**config.mk**
```make
export PLATFORM = sky130hd
export DESIGN_NAME = pair_seq_top
export DESIGN_NICKNAME = d
export VERILOG_FILES = /design/src/rtl/pair_seq_pkg.sv /design/src/rtl/pair_seq_wrap_ctr.sv /design/src/rtl/pair_seq_ctrl.sv /design/src/rtl/pair_seq_top.sv
export SDC_FILE = /design/constraint.sdc
export NUM_CORES = 1
export LEC_CHECK = 0
export ABC_AREA = 1
export BUFFER_PORTS_ARGS = -buffer_cell sky130_fd_sc_hd__buf_2
export CORE_MARGIN = 10
export CORE_UTILIZATION = 47
export CTS_BUF_LIST = sky130_fd_sc_hd__clkbuf_16
export DETAILED_ROUTE_END_ITERATION = 7
export PLACE_DENSITY_LB_ADDON = 0.15
export SYNTH_ARGS = -nofsm -noshare
export SYNTH_HDL_FRONTEND = slang
export SYNTH_SLANG_ARGS = --single-unit
```
**constraint.sdc**
```tcl
create_clock -name clk -period 1.8 [get_ports clk]
set_input_delay 0.27 -clock clk [delete_from_list [all_inputs] [get_ports clk]]
set_output_delay 0.27 -clock clk [all_outputs]
set_load 0.01 [all_outputs]
```
**src/rtl/pair_seq_pkg.sv**
```systemverilog
package pair_seq_pkg;
  typedef enum logic [1:0] {
    ST_IDLE   = 2'd0,
    ST_PAIR   = 2'd1,
    ST_SINGLE = 2'd2,
    ST_FINISH = 2'd3
  } seq_state_t;
endpackage

```
**src/rtl/pair_seq_wrap_ctr.sv**
```systemverilog
module pair_seq_wrap_ctr #(
  parameter int W = 8
) (
  input  logic         clk,
  input  logic         rst,
  input  logic         clr,
  input  logic         inc,
  output logic [W-1:0] val,
  output logic         at_max
);
  always_ff @(posedge clk) begin
    if (rst || clr)  val <= '0;
    else if (inc)    val <= val + 1'b1;
  end

  assign at_max = &val;
endmodule

```
**src/rtl/pair_seq_ctrl.sv**
```systemverilog
module pair_seq_ctrl
  import pair_seq_pkg::*;
(
  input  logic       clk,
  input  logic       rst,
  input  logic       start,
  input  logic       enable,
  input  logic       inner_max,
  input  logic       outer_max,
  output seq_state_t state,
  output logic       issue,
  output logic       outer_step,
  output logic       launch
);
  seq_state_t state_nx;

  assign issue      = enable && (state == ST_PAIR || state == ST_SINGLE);
  assign outer_step = issue && (state == ST_PAIR) && inner_max;
  assign launch     = (state == ST_IDLE) && start;

  always_comb begin
    state_nx = state;
    unique case (state)
      ST_IDLE:   if (start) state_nx = ST_PAIR;
      ST_PAIR:   if (outer_step && outer_max) state_nx = ST_SINGLE;
      ST_SINGLE: if (issue && inner_max) state_nx = ST_FINISH;
      ST_FINISH: state_nx = ST_IDLE;
      default:   state_nx = ST_IDLE;
    endcase
  end

  always_ff @(posedge clk) begin
    if (rst) state <= ST_IDLE;
    else     state <= state_nx;
  end
endmodule

```
**src/rtl/pair_seq_top.sv**
```systemverilog
module pair_seq_top
  import pair_seq_pkg::*;
#(
  parameter int IDX_W = 8
) (
  input  logic             clk,
  input  logic             rst,
  input  logic             start,
  input  logic             enable,
  output logic [IDX_W-1:0] outer_idx,
  output logic [IDX_W-1:0] inner_idx,
  output logic             phase,
  output logic             valid,
  output logic             first_inner,
  output logic             last_inner,
  output logic             skip_self,
  output logic             done
);
  seq_state_t state;
  logic issue, outer_step, launch, inner_max, outer_max;

  pair_seq_ctrl u_ctrl (
    .clk        (clk),
    .rst        (rst),
    .start      (start),
    .enable     (enable),
    .inner_max  (inner_max),
    .outer_max  (outer_max),
    .state      (state),
    .issue      (issue),
    .outer_step (outer_step),
    .launch     (launch)
  );

  // inner counter steps on every issued beat; outer on inner wrap in pair sweep
  pair_seq_wrap_ctr #(.W(IDX_W)) u_inner (
    .clk    (clk),
    .rst    (rst),
    .clr    (launch),
    .inc    (issue),
    .val    (inner_idx),
    .at_max (inner_max)
  );

  pair_seq_wrap_ctr #(.W(IDX_W)) u_outer (
    .clk    (clk),
    .rst    (rst),
    .clr    (launch),
    .inc    (outer_step),
    .val    (outer_idx),
    .at_max (outer_max)
  );

  assign valid       = issue;
  assign phase       = (state == ST_SINGLE);
  assign first_inner = issue && (inner_idx == '0);
  assign last_inner  = issue && inner_max;
  assign skip_self   = issue && (state == ST_PAIR) && (inner_idx == outer_idx);
  assign done        = (state == ST_FINISH);
endmodule

```
---- Yosys cells after proc, flatten, opt, wreduce, memory -nomap -nowiden ----
Index checks and enable logic that the tools add are counted.
operators by class
  reduce and logical (&&, ||, !) cells .... 15
  eq/ne operators ......................... 7
  muxes and demuxes ....................... 4
  $add $sub $neg .......................... 2
operators by type and width
  kind                 number
  $add 8x1->8 const B  2
  $reduce_and 8->1     2
  $eq 8x8->1           1
  $logic_and 1x1->1    8
  $logic_not 8->1      1
  $pmux 2 s4           1
  $mux 2               3
  $eq 2x2->1 const B   2
  $ne 2x1->1 const B   2
  $reduce_and 3->1     1
  $eq 2x1->1 const B   1
  $logic_not 2->1      1
  $logic_or 1x1->1     2
  $ne 2x2->1 const B   1
storage, ports and cells
  input port bits ......................... 4
  output and inout bits ................... 22
  register bits ........................... 18

---- Logic depth before layout (Yosys ltp) ----
Gate-level depths: netlist of run 1.
  depth in word-level cells ............... 8
  mapped depth ............................ 10
  depth with buffers taken out ............ 9

---- Cells and area by module ----
From an unflattened synthesis of run 1, not the netlist that was laid out.
second synthesis, totals
  cells, all modules ...................... 188
  area total of the unflattened synthesis .. 1,181.1 µm²
modules (own cells, without submodules)
  module             cells an instance  sequential area each (µm²)  area each (µm²)  instances
  pair_seq_wrap_ctr  53                 160.2                       380.4            2
  pair_seq_ctrl      31                 40.0                        210.2            1
  pair_seq_top       51                 0.0                         210.2            1

---- Worst setup path after synthesis of run 1 ----
No wires, ideal clock.
  kind .................................... register to register
  start ................................... register u_ctrl.state[0]
  end ..................................... register u_outer.val[5]
  clock period less this slack ............ 1.579 ns
  stages on the path, launching flop included .. 10
  data required time ...................... 1.681 ns
  path buffers ............................ 1
  setup time .............................. 0.119 ns
  arrival ................................. 1.460 ns
  setup slack ............................. 0.221 ns
  cells stage by stage .................... dfxtp_1 inv_1 ha_1 nand2_2 nor2_2 nand3_2 buf_6 nor2_2 xor2_1 nor2_1
between the ends
  longest elaborated chain between the ends .. 5
  elaborated cells between the ends (all ways) .. 9
RTL lines
  item                                      line                                      RTL
  from (decl)                               pair_seq_ctrl.sv:10                       output seq_state_t state,
  from (signal assigned)                    pair_seq_ctrl.sv:34                       else state <= state_nx;
  $eq 2x1->1 or $eq 2x2->1 (tied branches)  pair_seq_ctrl.sv:17, pair_seq_ctrl.sv:18
  $logic_or 1x1->1                          pair_seq_ctrl.sv:17                       assign issue = enable && (state == ST_PAIR || state == ST_SINGLE);
  $logic_and 1x1->1                         pair_seq_ctrl.sv:17
  $logic_and 1x1->1 (2 in series)           pair_seq_ctrl.sv:18                       assign outer_step = issue && (state == ST_PAIR) && inner_max;
  to (signal assigned)                      pair_seq_wrap_ctr.sv:13                   else if (inc) val <= val + 1'b1;
  to (decl)                                 pair_seq_wrap_ctr.sv:8                    output logic [W-1:0] val,
Parallel ways exist; a longest one is shown, timed or not.
A chain may end at the register's enable or synchronous reset.

---- Final worst setup path of run 1 ----
  start ................................... register u_ctrl.state[0]
  end ..................................... output port skip_self
between the ends
  longest elaborated chain between the ends .. 5
  elaborated cells between the ends (all ways) .. 6
RTL lines
  item                                      line                                     RTL
  $eq 2x1->1 or $eq 2x2->1 (tied branches)  pair_seq_ctrl.sv:17, pair_seq_top.sv:58
  $logic_or 1x1->1                          pair_seq_ctrl.sv:17
  $logic_and 1x1->1                         pair_seq_ctrl.sv:17
  $logic_and 1x1->1 * (2 in series)         pair_seq_top.sv:58                       assign skip_self = issue && (state == ST_PAIR) && (inner_idx == outer_idx);
  to (decl)                                 pair_seq_top.sv:16                       output logic skip_self,
Mark *: on every way between the ends. The rest lies on a longest branch, timed or not.

==> results.toml, run 1 <==
[status]
status = "complete, no violations"

[pwr]
peakVddDrop_mv = 0.663
leakage_uw = 0.000625
power.density_nw_per_um2 = 1000

[die]
start_util_pct = 49.6
die-width_um = 68.6
fp-row-count = 17
die_h_um = 68.6
die-area_um2 = 4700
coreArea_um2 = 2230
io_pins = 26

[detailed_routing]
vias = 1132
routed_via_density = 5.17
wirelength_mm = 2.91
first_pass_iters = 4
wire_per_inst_um = 13.3
ant_nets = 0
drc = 0
first_iter_violations = 82

[setup_path]
crit_type = "reg2out"
start_kind = "flop"
crit_arrival_ps = 1480
cp_max_fo = 5
end_kind = "primary output"
worstPathRequired_ps = 1530

[grt]
grt_pass1_vias = 1100
antenna_found_initial = 0
grt_pass1_wl_mm = 4.98
grt_max_degree = 11
gr-total-overflow = 0
grt_usage_pct = 13.5

[clock_tree]
clk_latency_ps = 250
cts_buffers = 3
cts.sink_count = 18
cts_setup_buffers = 0
cts_tree = "yes"
clock_path_buffers = 2
path_clk_slew_ps = 50
ctsHoldBuffers = 0
htreeDepth = 1
cts_resized = 6
cts-root-buf = "clkbuf_16"

[layout]
drive_above_1_share_pct = 26.7
final_util_pct = 62.6
nNetsFinal = 205
fillerInstances = 200
n_antenna_cell = 0
area_delta_synth_final_pct = 26.1

[timing]
rsz0062_at_grt = "false"
fin_crit_sh_pct = 97.4
fin_tns_setup_ps = 0
worst_slew_pin_slew_ps = 286
slew_violations = 0
finalSetupViolations = 0
hold_viol = 0
worst_slack_ps = 47.4
period_needed_ps = 1750
fmax_ghz = 0.571
fin_worst_skew_ps = 1.73
max_slew_margin_pct = 80.9

[synth]
yosys_warnings = 0
synthSimpleGateAreaFrac_pct = 28.4
synth_area_per_cell_um2 = 6.89
synth_top_area_share_pct = 32.5
synth_compound_area_share_pct = 15.7
synth_fp_nets = 173
yosysSeqAreaShare_pct = 32.5
yosys.area.top_type = "dfxtp_1"
synthAdderAreaFrac_pct = 9.03
syn_inst = 161
synthMuxAreaShare_pct = 0
synth_xor_area_share_pct = 2.37
synth_top_family_by_area = "simple AND/OR/NAND/NOR gates"
synth.cell_area_um2 = 1110
synthDistinctLibCells = 20
ys_top_cells_by_area = "dfxtp_1 (33%), inv_1 (10%), ha_1 (9.0%)"
ys_ff_latch = 18

[job]
max_cap_viol_count = 0

[min_path]
hold_path_class = "in2reg"

[place]
dpl.hpwl_mm = 2.32
port_buffers = 25
gp_congestion = 0.847
pre_cts_ws_ps = 83.2
[critical path, stage by stage (launching register included)]
cell	delay [ps]
dfxtp_2	360
inv_2	70
ha_4	280
nand2_4	80
nor2_4	100
nand2_1	60
nor2_1	130
buf_2	150
[per-stage QoR]
stage	area (µm²)	hold slack [ps]	instances	power, µW
floorplan	1110	426	161	762
global placement	1280	513	216	891
detailed placement	1280	529	216	903
CTS	1380	284	219	1390
global route	1400	313	219	1500
finish	1400	283	219	1400
[final cells by class]
type	instances	area [µm²]	area share [%]
multi-input cells	111	656	46.9
flip-flops and latches	18	363	26.0
repair buffers	28	148	10.6
inverters	31	121	8.68
clock buffers	3	75.1	5.37
well taps	28	35.0	2.51
[cells by family after synthesis]
logic type	after synthesis
simple gates	68
compound gates	32
buf+inv	32
flops	18
fa+ha+maj	8
xor+xnor	3
[synthesized netlist by cell type, drive strengths merged]
cell / n
a21oi: 17
buf: 1
clkinv: 1
dfxtp: 18
ha: 8
inv: 30
nand2: 23
nand3: 11
nand4: 2
nor2: 23
nor3: 9
o21ai: 10
o22ai: 5
xor2: 3
[routing by layer]
layer | GRT usage (%) | part of all wire, % | vias up
met5 | 0 | 0 | -
li1 | - | - | 582
met3 | 4.03 | 8.9 | 5
met4 | 5.28 | 1.4 | 0
met1 | 17.6 | 44 | 511
met2 | 20.4 | 46 | 34
[registers in the layout, summed over array words and instances, names as in the netlist]
name and count:
u_inner.val 8, u_outer.val 8, u_ctrl.state 2
[worst paths after layout]
path | from | cells after the start | endpoint | slack, ps
setup reg to reg | u_ctrl.state[0] | 9 | u_outer.val[7] | 200
setup / recovery | u_ctrl.state[0] | 7 | skip_self | 50
hold / removal | rst | 4 | u_ctrl.state[1] | 280
hold reg to reg | u_ctrl.state[1] | 2 | u_ctrl.state[1] | 520
[layout by cell type (no fill, tap or decap), drive strengths merged]
master,Yosys,routed
a21oi,17,17
buf,1,28
clkbuf,0,3
clkinv,1,1
dfxtp,18,18
ha,8,8
inv,30,30
nand2,23,23
nand3,11,11
nand4,2,2
nor2,23,23
nor3,9,9
o21ai,10,10
o22ai,5,5
xor2,3,3
[power breakdown]
part           switching [µW]  internal, µW  total (µW)  leakage [µW]
combinational             293           202         495      0.000442
sequential               38.1           434         472      0.000146
clock                     143           292         435     0.0000370
Power figures use the tool's default switching activity.
==> inputs of run 2 (changes only) <==
--- a/config.mk
+++ b/config.mk
@@ -6,11 +6,12 @@
 export NUM_CORES = 1
 export LEC_CHECK = 0
 export ABC_AREA = 1
-export BUFFER_PORTS_ARGS = -buffer_cell sky130_fd_sc_hd__buf_2
 export CORE_MARGIN = 10
 export CORE_UTILIZATION = 47
 export CTS_BUF_LIST = sky130_fd_sc_hd__clkbuf_16
 export DETAILED_ROUTE_END_ITERATION = 7
+export DONT_BUFFER_PORTS = 1
+export MAX_ROUTING_LAYER = met4
 export PLACE_DENSITY_LB_ADDON = 0.15
 export SYNTH_ARGS = -nofsm -noshare
 export SYNTH_HDL_FRONTEND = slang
==> run 2 against run 1 <==
  * Via count fell by 6.7%
  * First-iteration DRC count rose by 16%
  * Non-clock buffer count decreased by 23
  * Wire length increased by 1.8%
  * Final cell count decreased by 10%
  * Utilization is 4.1 points lower
==> results.toml, run 2 (synthesis results as in run 1) <==
[grt]
grt_usage_pct = 13.8
antenna_found_initial = 0
grtUsageMet3_pct = 4.99
grt_pass1_vias = 1056
grt_pass1_wl_mm = 4.82
met2_usage_pct = 19.8
gr-total-overflow = 0
grt_max_degree = 11
gr-usage-met1_pct = 16.6
busiest_layer = "met2"

[timing]
worst_slew_pin_slew_ps = 357
fin_tns_setup_ps = 0
slew_violations = 0
max_slew_margin_pct = 76.1
rsz0062_at_grt = "false"
period_needed_ps = 1700
worst_slack_ps = 102
fmax_ghz = 0.589
fin_crit_sh_pct = 94.3
hold-worst-slack_ps = 191
fin_worst_skew_ps = 3.24
finalSetupViolations = 0
hold_viol = 0

[pwr]
leakage_uw = 0.000520
peakVddDrop_mv = 0.617
power.density_nw_per_um2 = 1070

[layout]
top_regs = "u_inner.val (8), u_outer.val (8), u_ctrl.state (2)"
n_antenna_cell = 0
multiInputGateArea_um2 = 669
area_delta_synth_final_pct = 17.8
layout_commonest_cell = "inv_1"
final_cell_mix = "inv_1 (27), nand2_1 (19), nor2_1 (17), a21oi_1 (16), dfxtp_1 (15)"
nNetsFinal = 182
regArea_um2 = 364
drive_above_1_share_pct = 18.3
final_util_pct = 58.5
fillerInstances = 213

[place]
pre_cts_ws_ps = 22.4
dpl.hpwl_mm = 2.18
port_buffers = 0
gp_congestion = 0.843

[detailed_routing]
ant_nets = 0
wire_per_inst_um = 15.0
routed_via_density = 5.36
wirelength_mm = 2.96
vias = 1056
drc = 0
first_pass_iters = 4
first_iter_violations = 95

[clock_tree]
path_clk_slew_ps = 50
cts_setup_buffers = 0
clock_path_buffers = 2
ctsHoldBuffers = 0
cts-root-buf = "clkbuf_16"
htreeDepth = 1
cts_buffers = 3
cts_tree = "yes"
cts.sink_count = 18
clk_latency_ps = 250

[die]
fp-row-count = 17
io_pins = 26
coreArea_um2 = 2230
die-area_um2 = 4700
die_h_um = 68.6
start_util_pct = 49.6
die-width_um = 68.6

[setup_path]
crit_arrival_ps = 1430
end_kind = "primary output"
cp_max_fo = 10
crit_type = "reg2out"
max_stage_delay_ps = 360
crit_slowest_cell = "dfxtp_2"
critPathBufInv = 2
crit_chain = "inv_2, ha_4, nand2_4, nor3_2, buf_4"
cp_top_family = "flip-flops"
start_kind = "flop"
worstPathRequired_ps = 1530

[status]
status = "complete, no violations"

[min_path]
hold_path_class = "in2reg"

[job]
max_cap_viol_count = 0
[run 2: cell types whose count changed in the layout (fill, tap and decap cells not counted), sizes merged]
cell	delta
clkinv	+1
buf	-23
[run 2: final timing paths]
kind	from	to	slack, ps	cells after the start
worst max-delay path	u_ctrl.state[0]	first_inner	100	5
worst min-delay path	rst	u_ctrl.state[1]	190	3
worst max register to register	u_ctrl.state[0]	u_outer.val[7]	170	9
worst min register to register	u_ctrl.state[1]	u_ctrl.state[1]	520	2
[run 2: layer usage]
metal / wire, µm / share of wire, %
met3: 291 / 9.8
met1: 1300 / 44
met2: 1330 / 45
met4: 42 / 1.4
met5: 0 / 0
[run 2: metrics by stage]
step | std cells | area (µm²) | total power, µW
after global placement | 193 | 1170 | 858
after CTS | 197 | 1280 | 1370
final | 197 | 1310 | 1400
after floorplan | 161 | 1110 | 762
after detailed placement | 193 | 1170 | 869
after global routing | 197 | 1310 | 1500
[run 2: cell type report]
| class | instances | share of cell area (%) |
|---|---|---|
| clock buffer | 3 | 5.75 |
| clock inverter | 1 | 0.287 |
| inverter | 31 | 9.29 |
| multi-input combinational | 111 | 51.2 |
| sequential | 18 | 27.9 |
| tap | 28 | 2.68 |
| timing repair buffer | 5 | 2.87 |
[run 2: worst reg2reg max path: stages (launching register included)]
cell	delay, ps
dfxtp_2	360
inv_2	70
ha_4	280
nand2_4	110
nor2_4	120
nand3_2	90
buf_4	190
nor2_2	100
xor2_1	160
nor2_1	50
[run 2: report_power, final]
part | internal [µW] | total [µW] | switching [µW]
Sequential | 436 | 476 | 40.1
Clock | 296 | 446 | 150
Combinational | 181 | 481 | 300
Total | 912 | 1400 | 490
[run 2: what timing repair did]
action                     CTS  global route
pin swaps                    0             1
setup endpoints to repair    4            10
resized for setup            7             9
hold endpoints to repair     0             0
cloned                       0             0
